$ cat config.mk
export PLATFORM = sky130hd
export DESIGN_NAME = cc_uart_engine
export DESIGN_NICKNAME = d
export VERILOG_FILES = /design/src/rtl/cc_uart_pkg.sv /design/src/rtl/cc_line_sync.sv /design/src/rtl/cc_cmp_slot.sv /design/src/rtl/cc_rx_channel.sv /design/src/rtl/cc_tx_channel.sv /design/src/rtl/cc_uart_engine.sv
export SDC_FILE = /design/constraint.sdc
export NUM_CORES = 1
export LEC_CHECK = 0
export BUFFER_PORTS_ARGS = -buffer_cell sky130_fd_sc_hd__buf_4
export CAP_MARGIN = 0
export CORE_ASPECT_RATIO = 1.1
export CORE_MARGIN = 4
export CORE_UTILIZATION = 60
export CTS_BUF_LIST = sky130_fd_sc_hd__clkbuf_16
export CTS_CLUSTER_SIZE = 8
export DETAILED_ROUTE_END_ITERATION = 16
export HOLD_SLACK_MARGIN = 0.12
export MAX_ROUTING_LAYER = met4
export PLACE_DENSITY = 0.8
export SYNTH_ARGS = -nofsm -noshare
export SYNTH_HDL_FRONTEND = slang
export SYNTH_SLANG_ARGS = --single-unit
$ cat constraint.sdc
create_clock -name clk -period 4.9 [get_ports clk]
set_input_delay 0.735 -clock clk [delete_from_list [all_inputs] [get_ports clk]]
set_output_delay 0.735 -clock clk [all_outputs]
set_load 0.01 [all_outputs]
$ cat src/rtl/cc_uart_pkg.sv
package cc_uart_pkg;
  // Receive channel operating mode: hunting for a start edge or timed sampling.
  typedef enum logic {
    RX_HUNT  = 1'b0,
    RX_TIMED = 1'b1
  } rx_mode_e;
endpackage

$ cat src/rtl/cc_line_sync.sv
module cc_line_sync #(
  parameter int   STAGES  = 2,
  parameter logic RST_VAL = 1'b1
) (
  input  logic clk,
  input  logic rst_n,
  input  logic d_i,
  output logic q_o
);
  logic [STAGES-1:0] chain_q;
  logic [STAGES-1:0] chain_d;

  always_comb chain_d = {chain_q[STAGES-2:0], d_i};

  always_ff @(posedge clk or negedge rst_n) begin
    if (!rst_n) chain_q <= {STAGES{RST_VAL}};
    else        chain_q <= chain_d;
  end

  assign q_o = chain_q[STAGES-1];
endmodule

$ cat src/rtl/cc_cmp_slot.sv
module cc_cmp_slot #(
  parameter int TW = 16
) (
  input  logic          clk,
  input  logic          rst_n,
  input  logic [TW-1:0] timer_i,
  input  logic          arm_i,
  input  logic [TW-1:0] arm_val_i,
  input  logic          rearm_i,
  input  logic [TW-1:0] step_i,
  output logic          hit_o
);
  logic [TW-1:0] cmp_q;
  logic [TW-1:0] cmp_d;

  // Arming loads an absolute value; re-arming steps forward, wrapping with the timer.
  always_comb begin
    cmp_d = cmp_q;
    if (arm_i)        cmp_d = arm_val_i;
    else if (rearm_i) cmp_d = cmp_q + step_i;
  end

  always_ff @(posedge clk or negedge rst_n) begin
    if (!rst_n) cmp_q <= '0;
    else        cmp_q <= cmp_d;
  end

  assign hit_o = (timer_i == cmp_q);
endmodule

$ cat src/rtl/cc_rx_channel.sv
module cc_rx_channel
  import cc_uart_pkg::*;
#(
  parameter int TW = 16,
  parameter int DW = 8
) (
  input  logic          clk,
  input  logic          rst_n,
  input  logic [TW-1:0] timer_i,
  input  logic [TW-1:0] bit_time_i,
  input  logic          line_i,
  output logic [DW-1:0] byte_o,
  output logic          valid_o,
  output logic          ferr_o
);
  localparam int FRAME = DW + 1;
  localparam int CW    = $clog2(FRAME + 1);

  rx_mode_e       mode_q, mode_d;
  logic [CW-1:0]  cnt_q, cnt_d;
  logic [FRAME-1:0] sh_q, sh_d;
  logic           samp_q, samp_d;
  logic           take_q, take_d;
  logic           prev_q;
  logic [DW-1:0]  byte_q, byte_d;
  logic           valid_q, valid_d;
  logic           ferr_q, ferr_d;

  logic           fall;
  logic           hit;
  logic           arm;
  logic           rearm;
  logic [TW-1:0]  first_cmp;

  assign fall      = prev_q & ~line_i;
  assign arm       = (mode_q == RX_HUNT) & fall;
  assign rearm     = (mode_q == RX_TIMED) & hit;
  assign first_cmp = timer_i + bit_time_i + (bit_time_i >> 1);

  cc_cmp_slot #(.TW(TW)) u_slot (
    .clk       (clk),
    .rst_n     (rst_n),
    .timer_i   (timer_i),
    .arm_i     (arm),
    .arm_val_i (first_cmp),
    .rearm_i   (rearm),
    .step_i    (bit_time_i),
    .hit_o     (hit)
  );

  always_comb begin
    mode_d  = mode_q;
    cnt_d   = cnt_q;
    sh_d    = sh_q;
    samp_d  = samp_q;
    take_d  = 1'b0;
    byte_d  = byte_q;
    valid_d = 1'b0;
    ferr_d  = ferr_q;
    case (mode_q)
      RX_HUNT: begin
        if (fall) begin
          mode_d = RX_TIMED;
          cnt_d  = CW'(FRAME);
        end
      end
      default: begin
        // Compare instant: latch the line; shift the latched level one cycle later.
        if (hit) begin
          samp_d = line_i;
          take_d = 1'b1;
        end
        if (take_q) begin
          sh_d  = {samp_q, sh_q[FRAME-1:1]};
          cnt_d = cnt_q - CW'(1);
          if (cnt_q == CW'(1)) begin
            mode_d  = RX_HUNT;
            valid_d = 1'b1;
            byte_d  = sh_d[DW-1:0];
            ferr_d  = ~samp_q;
          end
        end
      end
    endcase
  end

  always_ff @(posedge clk or negedge rst_n) begin
    if (!rst_n) begin
      mode_q  <= RX_HUNT;
      cnt_q   <= '0;
      sh_q    <= '0;
      samp_q  <= 1'b1;
      take_q  <= 1'b0;
      prev_q  <= 1'b1;
      byte_q  <= '0;
      valid_q <= 1'b0;
      ferr_q  <= 1'b0;
    end else begin
      mode_q  <= mode_d;
      cnt_q   <= cnt_d;
      sh_q    <= sh_d;
      samp_q  <= samp_d;
      take_q  <= take_d;
      prev_q  <= line_i;
      byte_q  <= byte_d;
      valid_q <= valid_d;
      ferr_q  <= ferr_d;
    end
  end

  assign byte_o  = byte_q;
  assign valid_o = valid_q;
  assign ferr_o  = ferr_q;
endmodule

$ cat src/rtl/cc_tx_channel.sv
module cc_tx_channel #(
  parameter int TW = 16,
  parameter int DW = 8
) (
  input  logic          clk,
  input  logic          rst_n,
  input  logic [TW-1:0] timer_i,
  input  logic [TW-1:0] bit_time_i,
  input  logic          req_i,
  input  logic [DW-1:0] byte_i,
  output logic          busy_o,
  output logic          done_o,
  output logic          line_o
);
  localparam int FRAME = DW + 2;
  localparam int CW    = $clog2(FRAME + 1);

  logic             busy_q, busy_d;
  logic             done_q, done_d;
  logic             line_q, line_d;
  logic [CW-1:0]    cnt_q, cnt_d;
  logic [FRAME-1:0] sh_q, sh_d;

  logic             accept;
  logic             hit;
  logic             rearm;
  logic [TW-1:0]    first_cmp;

  assign accept    = req_i & ~busy_q;
  assign rearm     = busy_q & hit;
  assign first_cmp = timer_i + TW'(1);

  cc_cmp_slot #(.TW(TW)) u_slot (
    .clk       (clk),
    .rst_n     (rst_n),
    .timer_i   (timer_i),
    .arm_i     (accept),
    .arm_val_i (first_cmp),
    .rearm_i   (rearm),
    .step_i    (bit_time_i),
    .hit_o     (hit)
  );

  always_comb begin
    busy_d = busy_q;
    done_d = 1'b0;
    line_d = line_q;
    cnt_d  = cnt_q;
    sh_d   = sh_q;
    if (accept) begin
      busy_d = 1'b1;
      sh_d   = {1'b1, byte_i, 1'b0};
      cnt_d  = CW'(FRAME);
    end else if (rearm) begin
      if (cnt_q == '0) begin
        // Extra compare marks the end of the stop bit.
        busy_d = 1'b0;
        done_d = 1'b1;
      end else begin
        line_d = sh_q[0];
        sh_d   = {1'b1, sh_q[FRAME-1:1]};
        cnt_d  = cnt_q - CW'(1);
      end
    end
  end

  always_ff @(posedge clk or negedge rst_n) begin
    if (!rst_n) begin
      busy_q <= 1'b0;
      done_q <= 1'b0;
      line_q <= 1'b1;
      cnt_q  <= '0;
      sh_q   <= '1;
    end else begin
      busy_q <= busy_d;
      done_q <= done_d;
      line_q <= line_d;
      cnt_q  <= cnt_d;
      sh_q   <= sh_d;
    end
  end

  assign busy_o = busy_q;
  assign done_o = done_q;
  assign line_o = line_q;
endmodule

$ cat src/rtl/cc_uart_engine.sv
module cc_uart_engine #(
  parameter int TW        = 16,
  parameter int DW        = 8,
  parameter int SYNC_LEN  = 2
) (
  input  logic          clk,
  input  logic          rst_n,
  input  logic [TW-1:0] timer_i,
  input  logic [TW-1:0] bit_time_i,
  input  logic          rx_line_i,
  output logic [DW-1:0] rx_byte_o,
  output logic          rx_valid_o,
  output logic          rx_frame_err_o,
  input  logic          tx_req_i,
  input  logic [DW-1:0] tx_byte_i,
  output logic          tx_busy_o,
  output logic          tx_done_o,
  output logic          tx_line_o
);
  logic rx_sync;

  cc_line_sync #(.STAGES(SYNC_LEN), .RST_VAL(1'b1)) u_sync (
    .clk   (clk),
    .rst_n (rst_n),
    .d_i   (rx_line_i),
    .q_o   (rx_sync)
  );

  cc_rx_channel #(.TW(TW), .DW(DW)) u_rx (
    .clk        (clk),
    .rst_n      (rst_n),
    .timer_i    (timer_i),
    .bit_time_i (bit_time_i),
    .line_i     (rx_sync),
    .byte_o     (rx_byte_o),
    .valid_o    (rx_valid_o),
    .ferr_o     (rx_frame_err_o)
  );

  cc_tx_channel #(.TW(TW), .DW(DW)) u_tx (
    .clk        (clk),
    .rst_n      (rst_n),
    .timer_i    (timer_i),
    .bit_time_i (bit_time_i),
    .req_i      (tx_req_i),
    .byte_i     (tx_byte_i),
    .busy_o     (tx_busy_o),
    .done_o     (tx_done_o),
    .line_o     (tx_line_o)
  );
endmodule

==> results.md <==
- Status: completed
- Slowest cell on crit path: fa_1
- Worst hold path class: register to register
- Reg-to-Reg Start: u_rx.u_slot.cmp_q[0]$_DFFE_PN0P_
- Core box area: 10000 sq um
- CTS resizes: 0
- Share of cells above drive strength 1: 14.9%
- Num CTS Buffers: 9
- Max Transition Viols Final: 0
- Setup violators final: 0
- Yosys warning count: 0
- Pwr Density: 316 nW/um^2
- Antenna cells: 0
- Max Clk Rate: around 0.30 GHz
- Maximum number of pins on one net before global-route repair: 77
- CTS root buf: clkbuf_16
- Routed len/inst: 17.9 um
- TNS Setup: 0 ps
- Hold Path Origin: u_sync.chain_q[0]$_DFF_PN1_
- Post-synthesis mux area share: 5.14%
- RR Endpoint: u_rx.u_slot.cmp_q[2]$_DFFE_PN0P_
- Syn_area_per_cell: about 9 sq um
- Die footprint: 12200 sq um
- Dpl hpwl: 12200 um
- Hold WS: around 360 ps
- Cells after synthesis: 702
- Clock buffer depth: 2
- CP max stage delay: 510 ps
- Chip Height: 115 um
- Worst reg2reg setup slack: 2110 ps
- Ports: between 50 and 60
- # rows: 38
- Worst vdd ir: around 0.00023 V
- Syn nets: 813
- Synth Register Bits: 76
- Required @ worst endpoint: 5110 ps
- Detailed Routing Iterations Pass 1: 6
- Port bufs: 56
- Yosys cell types: 56
- CTS tree: yes
- Number of H-tree levels: 3
- GR Util All Layers: about 28%
- Setup crit end kind: register
- Commonest non-fill, non-tap cells in the layout: a21oi_1 (64), nand2_1 (64), dfrtp_1 (62)
- Main combinational cell family by area after synthesis: compound AO/OA/AOI/OAI gates
- Worst Hold Path EP: u_sync.chain_q[1]$_DFF_PN1_
- Async SR Flop Fraction: 100%
- Routability cong.: a little under 1
- Total of max-cap violations: 0
- Worst-path maximum fanout: 8
- Worst setup SP type: primary input
- Crit path kind: primary input to register
- CTS Sinks: 76
- Worst path most repeated cell: a221oi_1
- Clk slew on worst S/H paths: 60 ps
- Tightest Pin Transition: between 1000 and 1500 ps
- R2R depth: 7
- Worst path bufs/invs: 1
- DRT iter0 DRCs: 420
- Vias per inst: 6.18
- RSZ-0062 raised after global routing: false
- Nets: 857
- XOR/XNOR share of the synthesized area: 11.4%
- Initial core utilization: ~63%
- Worst-Skew Late Latency: 340 ps
- Top FF cell, synth: dfrtp_1
- Simple-gate share of the synthesized area: 16.1%
- DR DRC count: 0
- Final ANT Viol Nets: 0
- Post-Layout Inst Area: 7120 sq um
- Period utilisation layout: 68.7%
- Final min period: 3370 ps
- Chip width: 106 um
- Post-Syn Area: ~6300 sq um
- Worst path arrival time: 3580 ps
- Rel. slew slack: 23.9%
- Number of global-route vias before repair: roughly 5400
- Initial antenna violation count: 0
- First-pass GRT wire length: ~27000 um
- Hold depth: 0
- GRT overflow: 0
- Setup bufs post-CTS: 0
- Final Hold Fails: 0
- Largest delay share family, worst path: compound AO/OA/AOI/OAI gates
- Sequential fraction of the synthesis area: 30.5%
- Post-synthesis adder-cell area fraction: 15.5%
- Compound-cell area share of the yosys netlist: 18.3%
- Vias: 5507
- Worst Skew: roughly 8.1 ps
- Layout overhead on the synthesized area: 13.2%
- Number of synthesized flops with an enable pin: 0
- Critical-path cell list: buf_4 -> fa_1 -> ha_1 -> a211oi_1 -> o21ai_0 -> a221oi_1 -> o21bai_1 -> a221oi_1 -> xor2_1 -> a21oi_1
- Cts hold-fix bufs: 0
- Leakage power: about 3.2 nW
- Final wirelength: ~16000 um
- Post-DP Area: 6820 sq um
synth_stat cells (all sizes together), types with 12 or more instances:
cell,n,area [sq um]
fa,18,360
nand2,64,240
nand3,22,110
dfstp,14,368
a21o,18,135
mux2,18,203
inv,24,90.1
mux2i,12,120
o21ai,41,205
dfrtp,62,1550
xnor2,45,394
a21oi,64,320
nor3,12,60.1
xor2,37,324
ha,49,613
clkbuf,24,90.1
nor2,56,210
sequential cells by signal, summed over array words and instances (netlist names), 2 cells and up:
register / flops
u_tx.u_slot.cmp_q: 16
u_sync.chain_q: 2
u_tx.cnt_q: 4
u_rx.u_slot.cmp_q: 16
u_tx.sh_q: 9
u_rx.byte_o: 8
u_rx.cnt_q: 4
u_rx.sh_q: 8
metal layers:
layer	share of wire, %	track usage [%]	up-vias
li1	-	-	2620
met1	44	36.2	2651
met2	48	44.9	201
met3	6.1	5.95	35
met4	2.1	9.07	0
met5	0	-	-
final cells by class:
type                       instances  area (sq um)
clock buffer                       9           225
clock inverter                     7          75.1
fill                             781          2910
inverter                          24          90.1
multi-input combinational        575          4180
sequential                        76          1920
tap                              140           175
timing repair buffer              60           450
how the worst max path moves through the flow:
stage / from / to / slack (ps) / cells after the start
global placement: timer_i[1] / u_rx.u_slot.cmp_q[15]$_DFFE_PN0P_ / 1350 / 12
global route: timer_i[2] / u_rx.u_slot.cmp_q[14]$_DFFE_PN0P_ / 1330 / 10
CTS: timer_i[2] / u_rx.u_slot.cmp_q[14]$_DFFE_PN0P_ / 1570 / 10
floorplan: timer_i[0] / u_rx.u_slot.cmp_q[15]$_DFFE_PN0P_ / 1490 / 14
detailed placement: timer_i[2] / u_rx.u_slot.cmp_q[14]$_DFFE_PN0P_ / 1220 / 10
finish: timer_i[2] / u_rx.u_slot.cmp_q[14]$_DFFE_PN0P_ / 1530 / 10
per-stage QoR:
step                      utilization [%]  power [mW]  setup WS, ps  std cells
after floorplan                         -        1.35          1490        702
after global placement               68.0        1.54          1350        875
after detailed placement             68.0        1.57          1220        875
after CTS                            71.0        2.25          1570        891
after global routing                 71.0        2.38          1330        891
final                                71.0        2.25          1530        891
cells by family after synthesis:
| logic type | count (synthesis) |
|---|---|
| simple gates | 210 |
| compound gates | 186 |
| xor+xnor | 82 |
| flops | 76 |
| fa+ha+maj | 67 |
| buf+inv | 51 |
| mux | 30 |
power by group:
group	switching (mW)	leakage, nW	internal [mW]
logic	0.468	2.13	0.362
registers	0.0624	0.952	0.685
clock network	0.277	0.144	0.397
total	0.807	3.23	1.44
Power figures use the tool's default switching activity.
